$ cat config.mk
export PLATFORM = sky130hd
export DESIGN_NAME = mcs_decoder
export DESIGN_NICKNAME = d
export VERILOG_FILES = /design/src/rtl/mcs_pkg.sv /design/src/rtl/mcs_window_match.sv /design/src/rtl/mcs_overlap_check.sv /design/src/rtl/mcs_space_reg.sv /design/src/rtl/mcs_resolver.sv /design/src/rtl/mcs_decoder.sv
export SDC_FILE = /design/constraint.sdc
export NUM_CORES = 2
export LEC_CHECK = 0
export BUFFER_PORTS_ARGS = -buffer_cell sky130_fd_sc_hd__buf_2
export CORE_MARGIN = 4
export CORE_UTILIZATION = 58
export CTS_CLUSTER_SIZE = 14
export DETAILED_ROUTE_END_ITERATION = 8
export HOLD_SLACK_MARGIN = 0.12
export PLACE_DENSITY_LB_ADDON = 0.05
export REMOVE_ABC_BUFFERS = 1
export SYNTH_ARGS = -nofsm -noshare
export SYNTH_HDL_FRONTEND = slang
export SYNTH_SLANG_ARGS = --single-unit
$ cat constraint.sdc
create_clock -name clk -period 4.7 [get_ports clk]
set_clock_uncertainty 0.2 [all_clocks]
set_input_delay 0.47 -clock clk [delete_from_list [all_inputs] [get_ports clk]]
set_output_delay 0.47 -clock clk [all_outputs]
set_load 0.005 [all_outputs]
$ cat src/rtl/mcs_pkg.sv
package mcs_pkg;

    localparam int ADDR_W    = 16;
    localparam int NPRI      = 8;
    localparam int NSEC      = 4;
    localparam int PRI_BYTES = 16384;
    localparam int SEC_BYTES = 8192;
    localparam int RAM_BYTES = 2048;

    // Space assignment register, bit 4 down to bit 0
    typedef struct packed {
        logic pri_data;
        logic sec_data;
        logic pri_prog;
        logic sec_prog;
        logic ram_prog;
    } space_map_t;

    typedef enum logic [1:0] {
        CLS_NONE,
        CLS_PRI,
        CLS_SEC,
        CLS_RAM
    } mem_class_t;

    function automatic logic win_active(input logic [ADDR_W-1:0] base,
                                        input logic [ADDR_W-1:0] limit);
        return limit >= base;
    endfunction

    function automatic logic ranges_overlap(input logic [ADDR_W-1:0] b0,
                                            input logic [ADDR_W-1:0] l0,
                                            input logic [ADDR_W-1:0] b1,
                                            input logic [ADDR_W-1:0] l1);
        return win_active(b0, l0) && win_active(b1, l1) && (b0 <= l1) && (b1 <= l0);
    endfunction

endpackage

$ cat src/rtl/mcs_window_match.sv
module mcs_window_match
    import mcs_pkg::*;
#(
    parameter int AW        = ADDR_W,
    parameter int MAX_BYTES = PRI_BYTES
) (
    input  logic [AW-1:0] addr,
    input  logic [AW-1:0] base,
    input  logic [AW-1:0] limit,
    output logic          hit,
    output logic          too_big
);
    localparam logic [AW:0] MAXV = (AW+1)'(MAX_BYTES);
    localparam logic [AW:0] ONE  = (AW+1)'(1);

    logic          active;
    logic [AW:0]   span;

    always_comb begin
        active  = (limit >= base);
        span    = {1'b0, limit} - {1'b0, base} + ONE;
        hit     = active && (addr >= base) && (addr <= limit);
        too_big = active && (span > MAXV);
    end
endmodule

$ cat src/rtl/mcs_overlap_check.sv
module mcs_overlap_check
    import mcs_pkg::*;
#(
    parameter int N  = NPRI,
    parameter int AW = ADDR_W
) (
    input  logic [N-1:0][AW-1:0] base,
    input  logic [N-1:0][AW-1:0] limit,
    output logic                 overlap
);
    always_comb begin
        overlap = 1'b0;
        for (int i = 0; i < N; i++) begin
            for (int j = i + 1; j < N; j++) begin
                if (ranges_overlap(base[i], limit[i], base[j], limit[j]))
                    overlap = 1'b1;
            end
        end
    end
endmodule

$ cat src/rtl/mcs_space_reg.sv
module mcs_space_reg
    import mcs_pkg::*;
#(
    parameter int              AW        = ADDR_W,
    parameter logic [AW-1:0]   MAP_ADDR  = 16'h00B0,
    parameter logic [4:0]      MAP_RESET = 5'h0C
) (
    input  logic          clk,
    input  logic          rst,
    input  logic          wr_en,
    input  logic [AW-1:0] addr,
    input  logic [7:0]    wdata,
    output space_map_t    map_q,
    output logic [7:0]    rdata
);
    always_ff @(posedge clk) begin
        if (rst)
            map_q <= space_map_t'(MAP_RESET);
        else if (wr_en && addr == MAP_ADDR)
            map_q <= space_map_t'(wdata[4:0]);
    end

    always_comb rdata = (addr == MAP_ADDR) ? {3'b000, map_q} : 8'h00;
endmodule

$ cat src/rtl/mcs_resolver.sv
module mcs_resolver
    import mcs_pkg::*;
#(
    parameter int NP = NPRI,
    parameter int NS = NSEC
) (
    input  logic [NP-1:0] pri_hit,
    input  logic [NS-1:0] sec_hit,
    input  logic          ram_hit,
    input  logic          prog,
    input  logic          data,
    input  space_map_t    map,
    output logic [NP-1:0] pri_sel,
    output logic [NS-1:0] sec_sel,
    output logic          ram_sel
);
    logic [NP-1:0] pri_one;
    logic [NS-1:0] sec_one;
    mem_class_t    cls;
    logic          granted;

    // lowest index wins inside a class
    always_comb begin
        pri_one = '0;
        for (int i = NP - 1; i >= 0; i--)
            if (pri_hit[i]) pri_one = NP'(1) << i;
        sec_one = '0;
        for (int i = NS - 1; i >= 0; i--)
            if (sec_hit[i]) sec_one = NS'(1) << i;
    end

    always_comb begin
        if (ram_hit)       cls = CLS_RAM;
        else if (|sec_hit) cls = CLS_SEC;
        else if (|pri_hit) cls = CLS_PRI;
        else               cls = CLS_NONE;

        unique case (cls)
            CLS_RAM: granted = data || (prog && map.ram_prog);
            CLS_SEC: granted = (data && map.sec_data) || (prog && map.sec_prog);
            CLS_PRI: granted = (data && map.pri_data) || (prog && map.pri_prog);
            default: granted = 1'b0;
        endcase

        ram_sel = granted && (cls == CLS_RAM);
        sec_sel = (granted && cls == CLS_SEC) ? sec_one : '0;
        pri_sel = (granted && cls == CLS_PRI) ? pri_one : '0;
    end
endmodule

$ cat src/rtl/mcs_decoder.sv
module mcs_decoder
    import mcs_pkg::*;
#(
    parameter int                NP        = NPRI,
    parameter int                NS        = NSEC,
    parameter int                AW        = ADDR_W,
    parameter logic [AW-1:0]     MAP_ADDR  = 16'h00B0,
    parameter logic [4:0]        MAP_RESET = 5'h0C,
    localparam int               NWIN      = NP + NS + 1
) (
    input  logic                 clk,
    input  logic                 rst,
    input  logic [AW-1:0]        bus_addr,
    input  logic                 prog_stb,
    input  logic                 data_stb,
    input  logic                 map_wr,
    input  logic [7:0]           wr_data,
    input  logic [NWIN*AW-1:0]   win_base,
    input  logic [NWIN*AW-1:0]   win_limit,
    output logic [7:0]           rd_data,
    output logic [NP-1:0]        pri_sel,
    output logic [NS-1:0]        sec_sel,
    output logic                 sram_sel,
    output logic                 cfg_err
);
    localparam int RAM_IDX = NP + NS;

    space_map_t      map_q;
    logic [NWIN-1:0] hit;
    logic [NWIN-1:0] too_big;
    logic            pri_ovl;
    logic            sec_ovl;
    logic [NP-1:0][AW-1:0] pri_base, pri_limit;
    logic [NS-1:0][AW-1:0] sec_base, sec_limit;

    mcs_space_reg #(.AW(AW), .MAP_ADDR(MAP_ADDR), .MAP_RESET(MAP_RESET)) u_space (
        .clk(clk), .rst(rst), .wr_en(map_wr), .addr(bus_addr),
        .wdata(wr_data), .map_q(map_q), .rdata(rd_data)
    );

    for (genvar w = 0; w < NWIN; w++) begin : g_win
        localparam int LIM = (w < NP) ? PRI_BYTES : ((w < RAM_IDX) ? SEC_BYTES : RAM_BYTES);
        mcs_window_match #(.AW(AW), .MAX_BYTES(LIM)) u_match (
            .addr(bus_addr),
            .base(win_base[w*AW +: AW]),
            .limit(win_limit[w*AW +: AW]),
            .hit(hit[w]),
            .too_big(too_big[w])
        );
    end

    for (genvar p = 0; p < NP; p++) begin : g_pri
        assign pri_base[p]  = win_base[p*AW +: AW];
        assign pri_limit[p] = win_limit[p*AW +: AW];
    end
    for (genvar s = 0; s < NS; s++) begin : g_sec
        assign sec_base[s]  = win_base[(NP+s)*AW +: AW];
        assign sec_limit[s] = win_limit[(NP+s)*AW +: AW];
    end

    mcs_overlap_check #(.N(NP), .AW(AW)) u_pri_ovl (
        .base(pri_base), .limit(pri_limit), .overlap(pri_ovl)
    );
    mcs_overlap_check #(.N(NS), .AW(AW)) u_sec_ovl (
        .base(sec_base), .limit(sec_limit), .overlap(sec_ovl)
    );

    assign cfg_err = pri_ovl || sec_ovl || (|too_big);

    mcs_resolver #(.NP(NP), .NS(NS)) u_resolve (
        .pri_hit(hit[NP-1:0]),
        .sec_hit(hit[RAM_IDX-1:NP]),
        .ram_hit(hit[RAM_IDX]),
        .prog(prog_stb),
        .data(data_stb),
        .map(map_q),
        .pri_sel(pri_sel),
        .sec_sel(sec_sel),
        .ram_sel(sram_sel)
    );
endmodule

==> results.ini <==
[clocking]
cts-buffers-inserted=3
cts_tree=yes
clkLatencyLatePin_ns=0.23
clk_path_buf_depth=2
h-tree-depth=1
ctsHoldBuffers=0
clk_pin_slew_worst_paths_ns=0.03
root_buffer=clkbuf_16
clock_sinks=5

[yosys]
syn_area_um2=49900
yosysSeqAreaShare=0.00201
synth_top_area_share=0.485
syn_inst=6217
ys_async_sr_fraction=0
yosys.area_share.xor_xnor=0.0133
synth-edff-count=0
synth_top_family_by_area=adder cells
yosysWarnings=0
synth_area_leaders=ha_1 (48%), a21oi_1 (5.5%), inv_1 (4.7%), fa_1 (4.2%), a21o_1 (3.6%)
synth-main-ff-cell=dfxtp_1
synth_area_leader_cell=ha_1
synth_compound_area_frac=0.239
ys_types=84
syn_avg_cell_area_um2=8.03
ys_ff_latch=5
synth-simple-area-share=0.168
synthMuxAreaShare=0.00311
synth-adder-area-share=0.526

[final_layout]
final_util=0.746
mostFrequentLayoutCell=ha_1
reg_top3=u_space.map_q: 5 flops
nFillCells=6380
largest_reg_flops=5
area_delta_synth_final_pct=27.6
drive_above_1_share=0.224
seq_area_um2=100
final_cell_mix=ha_1 (1922), buf_4 (1126), inv_1 (613), a21oi_1 (545), buf_2 (455)
fin_nets=10300
stdcell_count=9022
regMostFlops=u_space.map_q
multi_input_area_um2=47900

[sta]
worstMarginPinSlew_ns=1.38
period_needed_ns=5.51
setup_violations=2
slew_headroom=0.0739
finalHoldViolCount=0
grt_setup_unrepaired=yes
timing.final.ws_setup_ns=-0.807
min_period_over_period=1.17
maxSlewViolCount=0
max_freq_mhz=182

[hold_path]
hold_end=u_space.map_q[4]$_SDFFE_PP0P_
hold_path.class=primary input to flip-flop
whs_path_depth=3
worstHoldStart=wr_data[4]

[place]
gp_congestion=1.18
post-dp-hpwl_mm=219
place_inst=8970
portBuffers=460

[run_status]
violations=design-rule violations, negative setup slack
status=finished with violations

[setup_path]
crit_type=primary input to output port
worstSetupStartpointType=primary input
arrival_ns=4.84
r2r-start=u_space.map_q[2]$_SDFFE_PP1P_
cp_data_required_time_ns=4.03
critPathMaxFanout=5
reg2reg_slack_ns=3.80
r2r.worst_path.cells=1
r2r_end=u_space.map_q[2]$_SDFFE_PP1P_
endpoint_kind=output port

[job]
maxCapViolations=0

[global_routing]
grt_usage=0.556
grt_pass1_wl_mm=375
grt_max_degree=15
grt_pass1_vias=59800
antenna_found_initial=33
overflow=0

[floorplanning]
io_pins=467
coreArea_um2=85300
placementRows=107
die_area_um2=90800
initial_utilization=0.585
die_x_um=301
die_height_um=301

[power]
p_total_mw=8.32
cellPowerDensity_nw_per_um2=131
p_leak_nw=34.1
ir_drop_v=0.000119

[route]
drc=6
drt-initial-drc-count=7715
routed_wl_mm=265
wl_per_cell_um=29.4
antenna_left=0
vias=62200
viasPerCell=6.90
dr.pass1.iters=9

-- per-layer routing --
| layer | GRT usage | up-vias | part of all wire |
|---|---|---|---|
| li1 | - | 27100 | - |
| met1 | 0.593 | 28300 | 0.33 |
| met2 | 0.810 | 4858 | 0.39 |
| met3 | 0.225 | 1980 | 0.15 |
| met4 | 0.569 | 6 | 0.14 |
| met5 | 0.00325 | - | 0.00090 |
-- worst max-delay path by stage --
stage | to | startpoint | depth (start not counted) | slack [ns]
final | cfg_err | win_base[196] | 21 | -0.81
after global routing | cfg_err | win_base[196] | 21 | -0.97
after CTS | cfg_err | win_base[178] | 19 | -0.63
after detailed placement | cfg_err | win_base[177] | 21 | -1.66
after global placement | cfg_err | win_base[177] | 21 | -1.69
after floorplan | cfg_err | win_base[129] | 18 | 0.06
-- worst max-delay path, stage by stage --
cell and delay (ns):
buf_2 0.11, inv_2 0.06, ha_4 0.12, inv_1 0.06, fa_1 0.53, or3b_1 0.39, o221ai_2 0.17, buf_4 0.16
and2_1 0.14, o21ai_1 0.08, a21o_1 0.20, a2111oi_4 0.46, buf_4 0.19, o22ai_2 0.08, buf_6 0.17, a221oi_4 0.19
nand4_1 0.16, nor4_4 0.33, o2111ai_1 0.15, a2111o_1 0.44, buf_2 0.16
-- cells by family (layout without fill, tap and decap cells) --
logic type | after synthesis | in the layout
multiplexers | 15 | 15
adder cells (fa/ha/maj) | 2037 | 2037
AND/OR/NAND/NOR | 1605 | 1605
flip-flops | 5 | 5
XOR/XNOR | 76 | 76
buffers and inverters | 639 | 2260
other | 1 | 41
AO/OA/AOI/OAI | 1839 | 1839
-- area by class of cell --
type / count / share of cell area
repair buffers: 1631 / 0.183
clock buffers: 4 / 0.00124
multi-input cells: 5575 / 0.753
inverters: 625 / 0.0371
flip-flops and latches: 5 / 0.00157
diodes: 38 / 0.00149
well taps: 1144 / 0.0225
-- through the flow --
stage | hold WS (ns) | worst slack (ns) | TNS, ns | cell area (um^2)
after floorplan | 0.250 | 0.0573 | 0 | 49800
after global placement | 0.280 | -1.69 | -2.19 | 62800
after detailed placement | 0.295 | -1.66 | -2.51 | 62800
after CTS | 0.276 | -0.629 | -0.629 | 63200
after global routing | 0.282 | -0.967 | -1.04 | 63600
final | 0.272 | -0.807 | -0.814 | 63700
-- timing repair --
item                                    in CTS  in global routing
hold endpoints to repair                     0                  0
setup buffers                                6                  4
gates resized for setup                     73                 68
pin swaps                                   47                 54
endpoints found under the setup margin       5                  7
-- synthesized netlist by cell type (all sizes together) (29+ instances only) --
library cell,count
nor2,332
a211oi,100
nand4,276
nor2b,139
a2111oi,37
ha,1933
a21o,236
xnor2,42
xor2,34
nand2,274
nor3,119
nand3,148
o22ai,29
o21bai,34
o211ai,86
inv,625
a21oi,553
o31ai,32
a211o,34
o21a,91
nor4,44
fa,104
a31oi,63
o21ai,329
nand2b,100
-- power by group --
group | internal, mW | switching, mW | total [mW]
combinational | 3.42 | 4.71 | 8.13
sequential | 0.0427 | 0.000000377 | 0.0427
clock | 0.113 | 0.0305 | 0.143
Power figures use the tool's default switching activity.
